==> src/rtl/dchain_pkg.sv <==
`timescale 1ns/1ps
package dchain_pkg;
  typedef enum logic [1:0] {
    HS_HUNT = 2'd0,
    HS_LEN  = 2'd1,
    HS_DONE = 2'd2
  } hdr_state_e;
endpackage

==> src/rtl/dchain_header_rx.sv <==
`timescale 1ns/1ps
module dchain_header_rx
  import dchain_pkg::*;
#(
  parameter int                PRE_W    = 8,
  parameter logic [PRE_W-1:0]  PREAMBLE = 8'hB5,
  parameter int                LEN_W    = 24
) (
  input  logic             clk,
  input  logic             rst,
  input  logic             din,
  output logic             hdr_done,
  output logic [LEN_W-1:0] len_count
);
  localparam int LCW = (LEN_W > 1) ? $clog2(LEN_W) : 1;

  hdr_state_e       st;
  logic [PRE_W-2:0] win;
  logic [LEN_W-2:0] len_sh;
  logic [LEN_W-1:0] len_q;
  logic [LCW-1:0]   lcnt;
  logic [PRE_W-1:0] win_nx;

  // Sliding window over the newest PRE_W bits, newest bit at the LSB.
  assign win_nx = {win, din};

  always_ff @(posedge clk) begin
    if (rst) begin
      st     <= HS_HUNT;
      win    <= '1;
      len_sh <= '0;
      len_q  <= '0;
      lcnt   <= '0;
    end else begin
      case (st)
        HS_HUNT: begin
          win <= win_nx[PRE_W-2:0];
          if (win_nx == PREAMBLE) begin
            st   <= HS_LEN;
            lcnt <= '0;
          end
        end
        HS_LEN: begin
          len_sh <= {len_sh[LEN_W-3:0], din};
          lcnt   <= lcnt + LCW'(1);
          if (lcnt == LCW'(LEN_W - 1)) begin
            len_q <= {len_sh, din};
            st    <= HS_DONE;
          end
        end
        default: ;
      endcase
    end
  end

  assign hdr_done  = (st == HS_DONE);
  assign len_count = len_q;


  len_hold_chk: assert property (@(posedge clk) disable iff (rst)
    hdr_done |=> $stable(len_q));


  hdr_sticky_chk: assert property (@(posedge clk) disable iff (rst)
    hdr_done |=> hdr_done);
endmodule

==> src/rtl/dchain_own_counter.sv <==
`timescale 1ns/1ps
module dchain_own_counter #(
  parameter int OWN_BITS = 64
) (
  input  logic clk,
  input  logic rst,
  input  logic hdr_done,
  output logic loaded
);
  localparam int CW = (OWN_BITS > 1) ? $clog2(OWN_BITS) : 1;

  logic [CW-1:0] cnt;
  logic          loaded_q;

  always_ff @(posedge clk) begin
    if (rst) begin
      cnt      <= '0;
      loaded_q <= 1'b0;
    end else if (hdr_done && !loaded_q) begin
      if (cnt == CW'(OWN_BITS - 1)) loaded_q <= 1'b1;
      else                          cnt      <= cnt + CW'(1);
    end
  end

  assign loaded = loaded_q;


  loaded_sticky_chk: assert property (@(posedge clk) disable iff (rst)
    loaded_q |=> loaded_q);


  loaded_needs_hdr_chk: assert property (@(posedge clk) disable iff (rst)
    loaded_q |-> hdr_done);
endmodule

==> src/rtl/dchain_retimer.sv <==
`timescale 1ns/1ps
module dchain_retimer (
  input  logic clk,
  input  logic rst,
  input  logic din,
  input  logic pass,
  output logic dout
);
  logic rx_bit;
  logic fwd_vld;
  logic dout_q;

  // Rising-edge capture of the incoming bit and whether it is surplus.
  always_ff @(posedge clk) begin
    if (rst) begin
      rx_bit  <= 1'b1;
      fwd_vld <= 1'b0;
    end else begin
      rx_bit  <= din;
      fwd_vld <= pass;
    end
  end

  // Falling-edge relaunch toward the next device.
  always_ff @(negedge clk) begin
    if (rst)          dout_q <= 1'b1;
    else if (fwd_vld) dout_q <= rx_bit;
    else              dout_q <= 1'b1;
  end

  assign dout = dout_q;


  fwd_match_chk: assert property (@(posedge clk) disable iff (rst)
    fwd_vld |-> (dout_q == rx_bit));


  idle_high_chk: assert property (@(posedge clk) disable iff (rst)
    !fwd_vld |-> dout_q);
endmodule

==> src/rtl/dchain_slave.sv <==
`timescale 1ns/1ps
module dchain_slave #(
  parameter int               PRE_W    = 8,
  parameter logic [PRE_W-1:0] PREAMBLE = 8'hB5,
  parameter int               LEN_W    = 24,
  parameter int               OWN_BITS = 64
) (
  input  logic             cclk,
  input  logic             rst,
  input  logic             din,
  output logic             dout,
  output logic [LEN_W-1:0] length_count,
  output logic             loaded
);
  logic hdr_done;
  logic own_done;

  dchain_header_rx #(
    .PRE_W   (PRE_W),
    .PREAMBLE(PREAMBLE),
    .LEN_W   (LEN_W)
  ) u_hdr (
    .clk      (cclk),
    .rst      (rst),
    .din      (din),
    .hdr_done (hdr_done),
    .len_count(length_count)
  );

  dchain_own_counter #(
    .OWN_BITS(OWN_BITS)
  ) u_own (
    .clk     (cclk),
    .rst     (rst),
    .hdr_done(hdr_done),
    .loaded  (own_done)
  );

  dchain_retimer u_rt (
    .clk (cclk),
    .rst (rst),
    .din (din),
    .pass(own_done),
    .dout(dout)
  );

  assign loaded = own_done;


  dout_idle_chk: assert property (@(posedge cclk) disable iff (rst)
    !own_done |-> dout);
endmodule

==> config.mk <==
export PLATFORM = sky130hd
export DESIGN_NAME = dchain_slave
export DESIGN_NICKNAME = d
export VERILOG_FILES = /design/src/rtl/dchain_pkg.sv /design/src/rtl/dchain_header_rx.sv /design/src/rtl/dchain_own_counter.sv /design/src/rtl/dchain_retimer.sv /design/src/rtl/dchain_slave.sv
export SDC_FILE = /design/constraint.sdc
export NUM_CORES = 1
export LEC_CHECK = 0
export CORE_MARGIN = 3
export CORE_UTILIZATION = 46
export DETAILED_ROUTE_END_ITERATION = 16
export PLACE_DENSITY = 0.67
export SYNTH_ARGS = -nofsm -noshare
export SYNTH_HDL_FRONTEND = slang
export SYNTH_SLANG_ARGS = --single-unit
==> constraint.sdc <==
create_clock -name cclk -period 2 [get_ports cclk]
set_input_delay 0.3 -clock cclk [delete_from_list [all_inputs] [get_ports cclk]]
set_output_delay 0.3 -clock cclk [all_outputs]
set_load 0.005 [all_outputs]
== Word-level counts from Yosys, hierarchy flattened ==
Cells that the tools add are included.
Storage, ports and cells
  input port bits: 3
  register bits after elaboration: 71
Cells by class
  $add $sub $neg: 2
  bitwise gates (word level): 2
  equal/unequal tests: 7
  muxes and demuxes: 5
  reduce and logical (&&, ||, !) cells: 10
Operators by type and width (number)
  $pmux 5 s2: 1
  $eq 8x8->1 const B: 1
  $reduce_and 2->1: 4
  $add 6x1->6 const B: 1
  $eq 6x6->1 const B: 1
  $add 5x1->5 const B: 1
  $eq 5x5->1 const B: 1
  $mux 5: 1
  $mux 2: 2
  $ne 2x1->1 const B: 2
  $pmux 2 s2: 1
  $reduce_and 3->1: 1
  $eq 2x1->1 const B: 1
  $eq 2x2->1 const B: 1
  $logic_not 2->1: 1
  $not 1->1: 2
  $reduce_bool 2->1: 1
  $reduce_or 2->1: 1
  $logic_and 1x1->1: 1
  $logic_not 1->1: 1

== Logic depth before layout (Yosys ltp) ==
  word-level depth: 3
  gate-level depth with buffers: 6

== Modules after synthesis ==
Synthesis repeated with hierarchy kept, for this count alone.
Unflattened totals
  cells, all modules: 331
  area, all modules: 2856.5 µm²
Modules (own cells, without submodules)
  dchain_header_rx: times used 1, cells each 288, area an instance 2427.3 µm², seq. area each 1221.2 µm²
  dchain_own_counter: times used 1, cells each 36, area an instance 342.8 µm², seq. area each 140.1 µm²
  dchain_retimer: times used 1, cells each 7, area an instance 86.3 µm², seq. area each 60.1 µm²

==> out/results.ini <==
[clock_network]
cts_tree=done
numCtsBuffers=9
cts_sinks=71
cts_setup_buffers=0
ctsLongestPathBuffers=2
ctsResizeCount=4
insertion_delay_ns=0.37
clk_root_buffer_cell=clkbuf_8
path_clk_slew_ns=0.07
htree_levels=3
cts_hold_buffers=0

[floorplan]
fp.dieW_um=84.2
rows=27
die_area_sq_um=7090
io_pins=29
die_height_um=84.2
fp.coreArea_sq_um=5710
initial_utilization_pct=49.2

[final_layout]
fin_util_pct=58.6
seq_area_sq_um=1420
layout_common_cells=71 x dfxtp_1, 53 x a21oi_1, 52 x nand2_1, 30 x o21ai_0, 27 x nand3_1
n_fill_cell=552
final_common_cell=dfxtp_1
multiInputGateArea_sq_um=1260
area_delta_synth_final_pct=19.0
nets=358
finalInstanceArea_sq_um=3340
drive_gt1_share_pct=8.68
antennaDiodeCount=0
fin_cells=429

[logic_synthesis]
synth.area.mux_share_pct=1.87
synth_area_sq_um=2810
yosysUniqueCellTypes=35
synth_fp_nets=338
synth_seq_area_share_pct=50.6
synth_top_family_by_area=simple AND/OR/NAND/NOR gates
synth_compound_area_share_pct=20.5
synth_edf_count=0
synthXorXnorAreaFrac_pct=0
synthAdderAreaFrac_pct=0.890
syn_avg_cell_area_sq_um=8.44
synth-simple-area-share_pct=21.7
async_flop_share_pct=0
syn_inst=333
synth-seq-cells=71
yosysWarnings=0
ys.flop_type=dfxtp_1

[global_route]
grt_pass1_vias=2170
grt_pass1_wl_mm=9.81
grt-ovfl-total=0
antenna_found_initial=0
use_met3_pct=6.28
met1_usage_pct=22.2
grt_max_degree=77
use_met2_pct=25.8
grtUsageTotal_pct=16.9
busiest_layer=met2

[critical_path]
path_delay_family=flip-flops
slowest_stage=dfxtp_1
worst_setup_path_start_kind=flip-flop
crit_path_max_incr_delay_ns=0.28
cp_max_fo=1
critPathCaptureType=primary output
cp_data_required_time_ns=1.70
cp_cell_sequence=buf_2
worst-path-stages=1
critical_path_buf_inv_count=1
reg2reg_depth=3
crit_type=flip-flop to primary output
arrival_ns=1.77

[route]
num_vias=2352
via_per_inst=5.48
finalWirelength_mm=5.60
ant_nets=0
drt_pass1_iterations=4
drtIter0Drc=146
route.detailed.drc=0
wl_per_cell_um=13.0

[placement]
io_buffer_count=28
place.gp.congestion=0.785
dp_cells=414
placed_area_sq_um=3140
dpl.hpwl_mm=3.29

[job]
maxCapViolCount=0

[timing]
slew_headroom_pct=51.2
skew_ns=0.0375
hold_violations=0
drv_slew=0
setup_violations=1
setup_slack_ns=-0.0685
worst_slew_pin_slew_ns=0.732
rsz0062_at_grt=yes

[status]
run_status=finished with violations
violations=negative setup slack

[power]
p_leak_nw=1.12
vdd_drop_max_mv=0.713
powerDensity_nw_per_um2=800

[worst_hold_path]
holdPathStages=2
hp-class=flip-flop to flip-flop

[kinds of logic after synthesis]
kind of cell / Yosys count
AOI/OAI and AO/OA: 102
adders and majority gates: 2
buffers and inverters: 31
DFF: 71
muxes: 5
and+or+nand+nor: 122
[Yosys cell counts (all sizes together) (2+ instances only)]
cell type,count,area [sq um]
dfxtp,71,1420
a21oi,53,265
nand2,52,195
o21ai,30,150
nand3,27,135
clkbuf,20,75.1
nor2b,12,75.1
nor2,9,33.8
buf,7,37.5
a211o,5,43.8
inv,4,15.0
nand2b,4,25.0
nor3b,4,30.0
a311oi,3,26.3
a41oi,3,26.3
mux2i,3,30.0
a211oi,2,15.0
and3,2,12.5
and4,2,17.5
ha,2,25.0
mux2,2,22.5
nand3b,2,15.0
nand4b,2,17.5
o221ai,2,17.5
[path summary, 6_finish.rpt]
kind | startpoint | endpoint | slack, ns
worst max register to register | u_hdr.st[0] | u_own.cnt[3] | 0.34
worst min register to register | u_hdr.len_sh[22] | u_hdr.len_sh[22] | 0.46
worst max-delay path | u_rt.dout | dout | -0.07
worst min-delay path | u_hdr.len_sh[22] | u_hdr.len_sh[22] | 0.46
[metrics by stage]
stage	worst slack (ns)	hold WS, ns	setup TNS, ns	total power, mW
floorplan	0.0252	0.407	0	1.48
global placement	-0.0722	0.444	-0.0722	1.50
finish	-0.0685	0.463	-0.0685	2.67
CTS	-0.0875	0.461	-0.0875	2.72
detailed placement	-0.0680	0.450	-0.0680	1.50
global route	-0.123	0.490	-0.123	2.78
[layer usage]
metal / share of wire (%) / vias to the layer above
met4: 1.1 / 0
met2: 45 / 47
met5: 0 / -
met1: 49 / 1091
met3: 5.3 / 6
li1: - / 1208
[power by group]
part	leakage [nW]	internal, mW	switching (mW)	total [mW]
combinational	0.432	0.0118	0.0265	0.0383
clock	0.110	0.695	0.521	1.22
sequential	0.573	1.42	0.00237	1.42
[cell type report]
cell class	count	share of cell area, %
Clock buffer	9	3.70
Sequential cell	71	42.5
Multi-Input combinational cell	231	37.8
Clock inverter	7	2.69
Tap cell	72	2.69
Timing Repair Buffer	36	10.3
Inverter	3	0.337
[sequential cells by signal (all words and copies together), names as in the netlist]
register,count
u_hdr.len_count,24
u_hdr.len_sh,23
u_hdr.win,7
u_own.cnt,6
u_hdr.lcnt,5
u_hdr.st,2
u_own.loaded,1
u_rt.dout,1
u_rt.fwd_vld,1
u_rt.rx_bit,1
[tightest hold or removal path: stages (launching register included)]
cell	delay, ns
dfxtp_1	0.32
nand2_1	0.05
a21oi_1	0.05
Power figures use the tool's default switching activity.
